## src/rtl/raster_pkg.sv

```systemverilog
package raster_pkg;
  localparam int REG_W = 32;
  localparam int FW    = 10;

  localparam int MODE_DEN  = 0;
  localparam int MODE_SCAN = 1;
  localparam int MODE_CLK  = 23;
  localparam int WCFG_PDBL = 0;
  localparam int WCFG_BLNK = 3;
  localparam int SYNC_ILC  = 4;
  localparam int SYNC_VEN  = 8;

  typedef struct packed {
    logic ven;
    logic den;
    logic clk_full;
    logic scan_dbl;
    logic ilace;
    logic blank;
    logic pix_dbl;
  } mode_t;

  function automatic logic [FW-1:0] hi_field(input logic [REG_W-1:0] w);
    return w[16 +: FW];
  endfunction

  function automatic logic [FW-1:0] lo_field(input logic [REG_W-1:0] w);
    return w[0 +: FW];
  endfunction
endpackage

```

## src/rtl/rg_hcount.sv

```systemverilog
module rg_hcount
  import raster_pkg::*;
(
  input  logic          clk,
  input  logic          rst_n,
  input  logic          run,
  input  logic          clk_full,
  input  logic [FW-1:0] htot,
  output logic          tick,
  output logic [FW-1:0] hcnt,
  output logic          line_end
);
  localparam logic [FW-1:0] ONE = 1;
  logic          phase;
  logic [FW-1:0] hlast;

  assign hlast    = (htot == '0) ? '0 : htot - ONE;
  assign tick     = run & (clk_full | phase);
  assign line_end = tick & (hcnt >= hlast);

  always_ff @(posedge clk or negedge rst_n) begin
    if (!rst_n) begin
      phase <= 1'b0;
      hcnt  <= '0;
    end else if (!run) begin
      phase <= 1'b0;
      hcnt  <= '0;
    end else begin
      phase <= ~phase;
      if (tick) hcnt <= line_end ? '0 : hcnt + ONE;
    end
  end

  // the position only moves on a pixel tick
  assert_hold_R2: assert property (@(posedge clk) disable iff (!rst_n)
    (run && !tick) |=> $stable(hcnt));
endmodule

```

## src/rtl/rg_vcount.sv

```systemverilog
module rg_vcount
  import raster_pkg::*;
(
  input  logic          clk,
  input  logic          rst_n,
  input  logic          run,
  input  logic          line_end,
  input  logic          scan_dbl,
  input  logic          ilace,
  input  logic [FW-1:0] vtot,
  output logic [FW-1:0] vcnt,
  output logic          field,
  output logic          frame_end
);
  localparam logic [FW-1:0] ONE = 1;
  localparam logic [FW-1:0] TWO = 2;
  logic          rep;
  logic          adv;
  logic [FW-1:0] vlast;

  always_comb begin
    if (ilace && field) vlast = (vtot < TWO) ? '0 : vtot - TWO;
    else                vlast = (vtot == '0) ? '0 : vtot - ONE;
  end

  assign adv       = line_end & (~scan_dbl | rep);
  assign frame_end = adv & (vcnt >= vlast);

  always_ff @(posedge clk or negedge rst_n) begin
    if (!rst_n) begin
      rep   <= 1'b0;
      vcnt  <= '0;
      field <= 1'b0;
    end else if (!run) begin
      rep   <= 1'b0;
      vcnt  <= '0;
      field <= 1'b0;
    end else if (line_end) begin
      rep <= scan_dbl ? ~rep : 1'b0;
      if (adv) vcnt <= frame_end ? '0 : vcnt + ONE;
      if (frame_end) field <= ilace ? ~field : 1'b0;
    end
  end

  // interlace alternates the field at each frame end
  assert_field_toggle_R8: assert property (@(posedge clk) disable iff (!rst_n)
    (frame_end && ilace) |=> (field != $past(field)));
  // progressive output stays on field 0
  assert_field_flat_R8: assert property (@(posedge clk) disable iff (!rst_n)
    (frame_end && !ilace) |=> !field);
endmodule

```

## src/rtl/rg_region.sv

```systemverilog
module rg_region
  import raster_pkg::*;
#(
  parameter int RGB_W = 24
) (
  input  logic             clk,
  input  logic             rst_n,
  input  logic             shown,
  input  logic             blank,
  input  logic             pix_dbl,
  input  logic             tick,
  input  logic [FW-1:0]    hcnt,
  input  logic [FW-1:0]    vcnt,
  input  logic [FW-1:0]    bh_start,
  input  logic [FW-1:0]    bh_stop,
  input  logic [FW-1:0]    bv_start,
  input  logic [FW-1:0]    bv_stop,
  input  logic [FW-1:0]    wh_start,
  input  logic [FW-1:0]    wv_start,
  input  logic [RGB_W-1:0] colour,
  output logic             in_border,
  output logic             in_window,
  output logic             pix_req,
  output logic [RGB_W-1:0] border_rgb
);
  logic h_in, v_in, col_even;

  assign h_in      = (hcnt >= bh_start) && (hcnt < bh_stop);
  assign v_in      = (vcnt >= bv_start) && (vcnt < bv_stop);
  assign in_border = shown & h_in & v_in;
  assign in_window = in_border & ~blank & (hcnt >= wh_start) & (vcnt >= wv_start);
  assign col_even  = ~(hcnt[0] ^ wh_start[0]);
  assign pix_req   = in_window & tick & (~pix_dbl | col_even);
  assign border_rgb = (in_border && !in_window) ? colour : '0;

  // the window never extends past the border
  assert_win_in_border_R4: assert property (@(posedge clk) disable iff (!rst_n)
    in_window |-> in_border);
  // blanking removes the window
  assert_blank_R5: assert property (@(posedge clk) disable iff (!rst_n)
    blank |-> !in_window);
  // requests only fall inside the window
  assert_pix_in_window_R6: assert property (@(posedge clk) disable iff (!rst_n)
    pix_req |-> in_window);
endmodule

```

## src/rtl/bordered_raster_gen.sv

```systemverilog
module bordered_raster_gen
  import raster_pkg::*;
#(
  parameter int HSYNC_W = 2,
  parameter int VSYNC_W = 1,
  parameter int RGB_W   = 24
) (
  input  logic             clk,
  input  logic             rst_n,
  input  logic [REG_W-1:0] sync_totals,
  input  logic [REG_W-1:0] border_h,
  input  logic [REG_W-1:0] border_v,
  input  logic [REG_W-1:0] win_hstart,
  input  logic [REG_W-1:0] win_vstart,
  input  logic [REG_W-1:0] win_cfg,
  input  logic [REG_W-1:0] mode_cfg,
  input  logic [REG_W-1:0] sync_cfg,
  input  logic [RGB_W-1:0] border_colour,
  output logic             hsync,
  output logic             vsync,
  output logic             field,
  output logic             in_border,
  output logic             in_window,
  output logic             pix_req,
  output logic             vblank_evt,
  output logic [FW-1:0]    beam_x,
  output logic [FW-1:0]    beam_y,
  output logic [RGB_W-1:0] border_rgb
);
  localparam logic [FW-1:0] HS_LIM = FW'(HSYNC_W);
  localparam logic [FW-1:0] VS_LIM = FW'(VSYNC_W);

  mode_t         md;
  logic          tick, line_end, frame_end;
  logic [FW-1:0] hcnt, vcnt;
  logic [FW-1:0] win_h_act, win_v0_act, win_v1_act;
  logic          unused_bits;

  assign md.ven      = sync_cfg[SYNC_VEN];
  assign md.ilace    = sync_cfg[SYNC_ILC];
  assign md.den      = mode_cfg[MODE_DEN];
  assign md.scan_dbl = mode_cfg[MODE_SCAN];
  assign md.clk_full = mode_cfg[MODE_CLK];
  assign md.blank    = win_cfg[WCFG_BLNK];
  assign md.pix_dbl  = win_cfg[WCFG_PDBL];

  assign unused_bits = ^{sync_totals[31:26], sync_totals[15:10], border_h[31:26],
                         border_h[15:10], border_v[31:26], border_v[15:10],
                         win_hstart[31:10], win_vstart[31:26], win_vstart[15:10],
                         win_cfg[31:4], win_cfg[2:1], mode_cfg[31:24], mode_cfg[22:2],
                         sync_cfg[31:9], sync_cfg[7:5], sync_cfg[3:0]};

  rg_hcount u_h (
    .clk(clk), .rst_n(rst_n), .run(md.ven), .clk_full(md.clk_full),
    .htot(lo_field(sync_totals)), .tick(tick), .hcnt(hcnt), .line_end(line_end)
  );

  rg_vcount u_v (
    .clk(clk), .rst_n(rst_n), .run(md.ven), .line_end(line_end),
    .scan_dbl(md.scan_dbl), .ilace(md.ilace), .vtot(hi_field(sync_totals)),
    .vcnt(vcnt), .field(field), .frame_end(frame_end)
  );

  // Shadowed window starts: reload at frame start or while output is off
  always_ff @(posedge clk or negedge rst_n) begin
    if (!rst_n) begin
      win_h_act  <= '0;
      win_v0_act <= '0;
      win_v1_act <= '0;
      vblank_evt <= 1'b0;
    end else begin
      vblank_evt <= frame_end;
      if (!md.ven || frame_end) begin
        win_h_act  <= lo_field(win_hstart);
        win_v0_act <= hi_field(win_vstart);
        win_v1_act <= lo_field(win_vstart);
      end
    end
  end

  rg_region #(.RGB_W(RGB_W)) u_r (
    .clk(clk), .rst_n(rst_n), .shown(md.ven & md.den), .blank(md.blank),
    .pix_dbl(md.pix_dbl), .tick(tick), .hcnt(hcnt), .vcnt(vcnt),
    .bh_start(hi_field(border_h)), .bh_stop(lo_field(border_h)),
    .bv_start(hi_field(border_v)), .bv_stop(lo_field(border_v)),
    .wh_start(win_h_act), .wv_start(field ? win_v1_act : win_v0_act),
    .colour(border_colour), .in_border(in_border), .in_window(in_window),
    .pix_req(pix_req), .border_rgb(border_rgb)
  );

  assign hsync  = md.ven & (hcnt < HS_LIM);
  assign vsync  = md.ven & (vcnt < VS_LIM);
  assign beam_x = hcnt;
  assign beam_y = vcnt;

  // the retrace event marks the frame origin
  assert_evt_origin_R10: assert property (@(posedge clk) disable iff (!rst_n)
    vblank_evt |-> (beam_x == '0 && beam_y == '0));
  // active window start is frozen between frame starts
  assert_shadow_R10: assert property (@(posedge clk) disable iff (!rst_n)
    ($past(md.ven) && !vblank_evt) |-> $stable(win_h_act));
  // disabled output rests at the origin
  assert_off_R9: assert property (@(posedge clk) disable iff (!rst_n)
    !md.ven |=> (beam_x == '0 && beam_y == '0 && !field));
endmodule

```

## config.mk

```make
export PLATFORM = sky130hd
export DESIGN_NAME = bordered_raster_gen
export DESIGN_NICKNAME = d
export VERILOG_FILES = /design/src/rtl/raster_pkg.sv /design/src/rtl/rg_hcount.sv /design/src/rtl/rg_vcount.sv /design/src/rtl/rg_region.sv /design/src/rtl/bordered_raster_gen.sv
export SDC_FILE = /design/constraint.sdc
export NUM_CORES = 1
export LEC_CHECK = 0
export ABC_AREA = 1
export CAP_MARGIN = 20
export CORE_MARGIN = 2
export CORE_UTILIZATION = 30
export CTS_BUF_LIST = sky130_fd_sc_hd__clkbuf_16
export DETAILED_ROUTE_END_ITERATION = 7
export PLACE_DENSITY_LB_ADDON = 0.15
export SLEW_MARGIN = 0
export SYNTH_ARGS = -nofsm -noshare
export SYNTH_HDL_FRONTEND = slang
export SYNTH_SLANG_ARGS = --single-unit
export TNS_END_PERCENT = 20
```

## constraint.sdc

```tcl
create_clock -name clk -period 7.25 [get_ports clk]
set_input_delay 1.0875 -clock clk [delete_from_list [all_inputs] [get_ports clk]]
set_output_delay 1.0875 -clock clk [all_outputs]
set_load 0.03 [all_outputs]
```

==> metrics.cfg <==
[sta]
tns_ns=0
slew_violations=0
fin_skew_ns=0.00623
max_freq_mhz=206
worst_pin_slew_ns=0.976
finalCriticalPeriod_ns=4.84
finalSetupViolations=0
slew-limit-headroom_pct=34.9
period_share_pct=66.8
worst_slack_ns=2.41
rsz0062_at_grt=no
hold_viol=0

[worst_setup_path]
worstPathArrival_ns=5.02
start_kind=primary input
slowest_stage=clkdlybuf4s50_1
cpPeakStageDelay_ns=0.54
crit_path_end_kind=flip-flop
crit_required_ns=7.43
cp_top_family=buffers and inverters
worstPathBufferInverterCount=8
worst-path-max-fanout=34
path_cells=clkdlybuf4s50_1, inv_1, ha_1, nand4_1, inv_1, nor2_1, inv_1, nor2_1, a31oi_1, ha_1, a21oi_1, o21ai_0, nor2_1, o21ai_0, nor2_1, buf_4, inv_1, nand2_2, buf_4, nand2_1, buf_4, nand2_1, nand2_1
crit_type=primary input to flip-flop

[die]
die_h_um=140
rows=49
die_w_um=140
initial_core_util_pct=30.7
num_io_pins=333
die-area_mm2=0.0195
core-area_mm2=0.0180

[clock_tree]
cts_max_level=2
cts-root-buf=clkbuf_16
postCtsSetupBuffers=0
cts.clk_slew.worst_paths_ns=0.07
clk_path_buf_depth=2
holdBufCountCts=0
cts_resized=0
cts.sinks=54
insertion_delay_ns=0.29
numCtsBuffers=5
cts_tree=done

[grt]
met2_usage_pct=25.5
top_usage_layer=met2
grt_pass1_vias=5107
antenna_found_initial=0
grt_usage_pct=15.5
grt_pass1_wl_um=25100
grt_max_degree=55
met3_usage_pct=2.27
gr-usage-met1_pct=22.1
gr-total-overflow=0

[final_layout]
mostFrequentLayoutCells=nand2_1 (188), clkdlybuf4s50_1 (171), inv_1 (158), nor2_1 (89), ha_1 (86)
fin_nets=1346
syn_to_final_growth_pct=38.2
layout_commonest_cell=nand2_1
num-fill-cells=1916
final_area_mm2=0.00764
n_antenna_cell=0
drive_above_1_share_pct=2.76

[power]
power.density_mw_per_mm2=107
vdd_drop_max_mv=0.0943
p_leak_nw=4.06

[yosys]
syn_inst=810
ys.flop_type=dfrtp_1
synth.avg_cell_area_um2=6.82
syn_area_mm2=0.00553
synth-seq-cells=54
synth_warnings=0
seq_area_frac_synth_pct=24.5
synth_nets=1178
synth_cell_types=39
synth_edf_count=0
async_flop_share_pct=100

[run_status]
status=complete, no violations

[detailed_routing]
wl_per_cell_um=12.7
drt_iter0_markers=196
viasPerCell=4.51
remaining_drc_errors=0
postRouteAntennaNets=0
wirelength_um=15400
firstDrtPassIters=4
via_count=5454

[placement]
portBuffers=173
place_area_mm2=0.00747
gp_congestion=0.814
hpwl_um=12000
pre_cts_slack_ns=2.08

[min_path]
hold_class=flip-flop to flip-flop

[run]
max_cap_viol_count=0

==> synthesized netlist by cell type, drive strengths merged (2+ instances only) <==
cell	n	area, um2
mux2i	9	90.1
o21a	4	30.0
nor3	12	60.1
dfrtp	54	1350
a21o	2	15.0
a22oi	2	15.0
a21oi	29	149
clkbuf	4	15.0
xnor2	4	35.0
o21bai	2	15.0
o211ai	2	15.0
ha	86	1080
buf	12	76.3
nor2	93	369
nand3	56	280
o22ai	4	25.0
o21ai	28	151
xor2	21	184
inv	160	601
nor4	6	43.8
nand2	190	718
nor3b	2	15.0
nand4	22	138
==> layout make-up <==
type / count / area (um2) / share of cell area (%)
Inverter: 160 / 601 / 7.86
Tap cell: 229 / 287 / 3.75
Clock inverter: 3 / 41.3 / 0.540
Timing Repair Buffer: 177 / 1750 / 22.9
Multi-Input combinational cell: 580 / 3480 / 45.6
Sequential cell: 54 / 1350 / 17.7
Clock buffer: 5 / 125 / 1.64
==> kinds of logic after synthesis <==
logic type | synth area share (%)
fa+ha+maj | 19.5
xor+xnor | 3.96
buf+inv | 12.5
simple gates | 29.6
flops | 24.5
mux | 1.63
compound gates | 8.35
==> final timing paths <==
check | startpoint | to | slack [ns] | cells past startpoint
max | sync_totals[16] | win_v0_act[7] | 2.41 | 23
min | u_h.phase | u_h.phase | 0.44 | 1
max reg2reg | u_v.field | win_v0_act[7] | 3.31 | 20
min reg2reg | u_h.phase | u_h.phase | 0.44 | 1
max in group asynchronous | rst_n | u_h.hcnt[2] | 5.84 | 2
min in group asynchronous | rst_n | vblank_evt | 0.92 | 2
==> metal layers <==
layer | vias up | wire, um
met1 | 2377 | 7540
met4 | 0 | 31
met2 | 154 | 6930
met5 | - | 0
met3 | 2 | 875
li1 | 2921 | -
==> sequential cells by signal, indices dropped and copies added, names as in the netlist <==
name,flops
u_h.hcnt,10
u_v.vcnt,10
win_h_act,10
win_v0_act,10
win_v1_act,10
u_h.phase,1
u_v.field,1
u_v.rep,1
vblank_evt,1
==> stage by stage <==
| step | hold slack, ns | power (mW) | utilization [%] | instances |
|---|---|---|---|---|
| global placement | 0.419 | 0.554 | 41.5 | 1200 |
| detailed placement | 0.429 | 0.558 | 41.5 | 1200 |
| CTS | 0.441 | 0.833 | 42.4 | 1208 |
| finish | 0.438 | 0.821 | 42.4 | 1208 |
| global route | 0.479 | 0.874 | 42.4 | 1208 |
| floorplan | 0.403 | 0.444 | - | 810 |
==> power by group <==
part	switching (mW)	total (mW)	internal, mW
Sequential	0.0141	0.332	0.318
Combinational	0.106	0.217	0.111
Clock	0.110	0.271	0.162
Total	0.229	0.821	0.591
(Power assumes the default switching activity.)
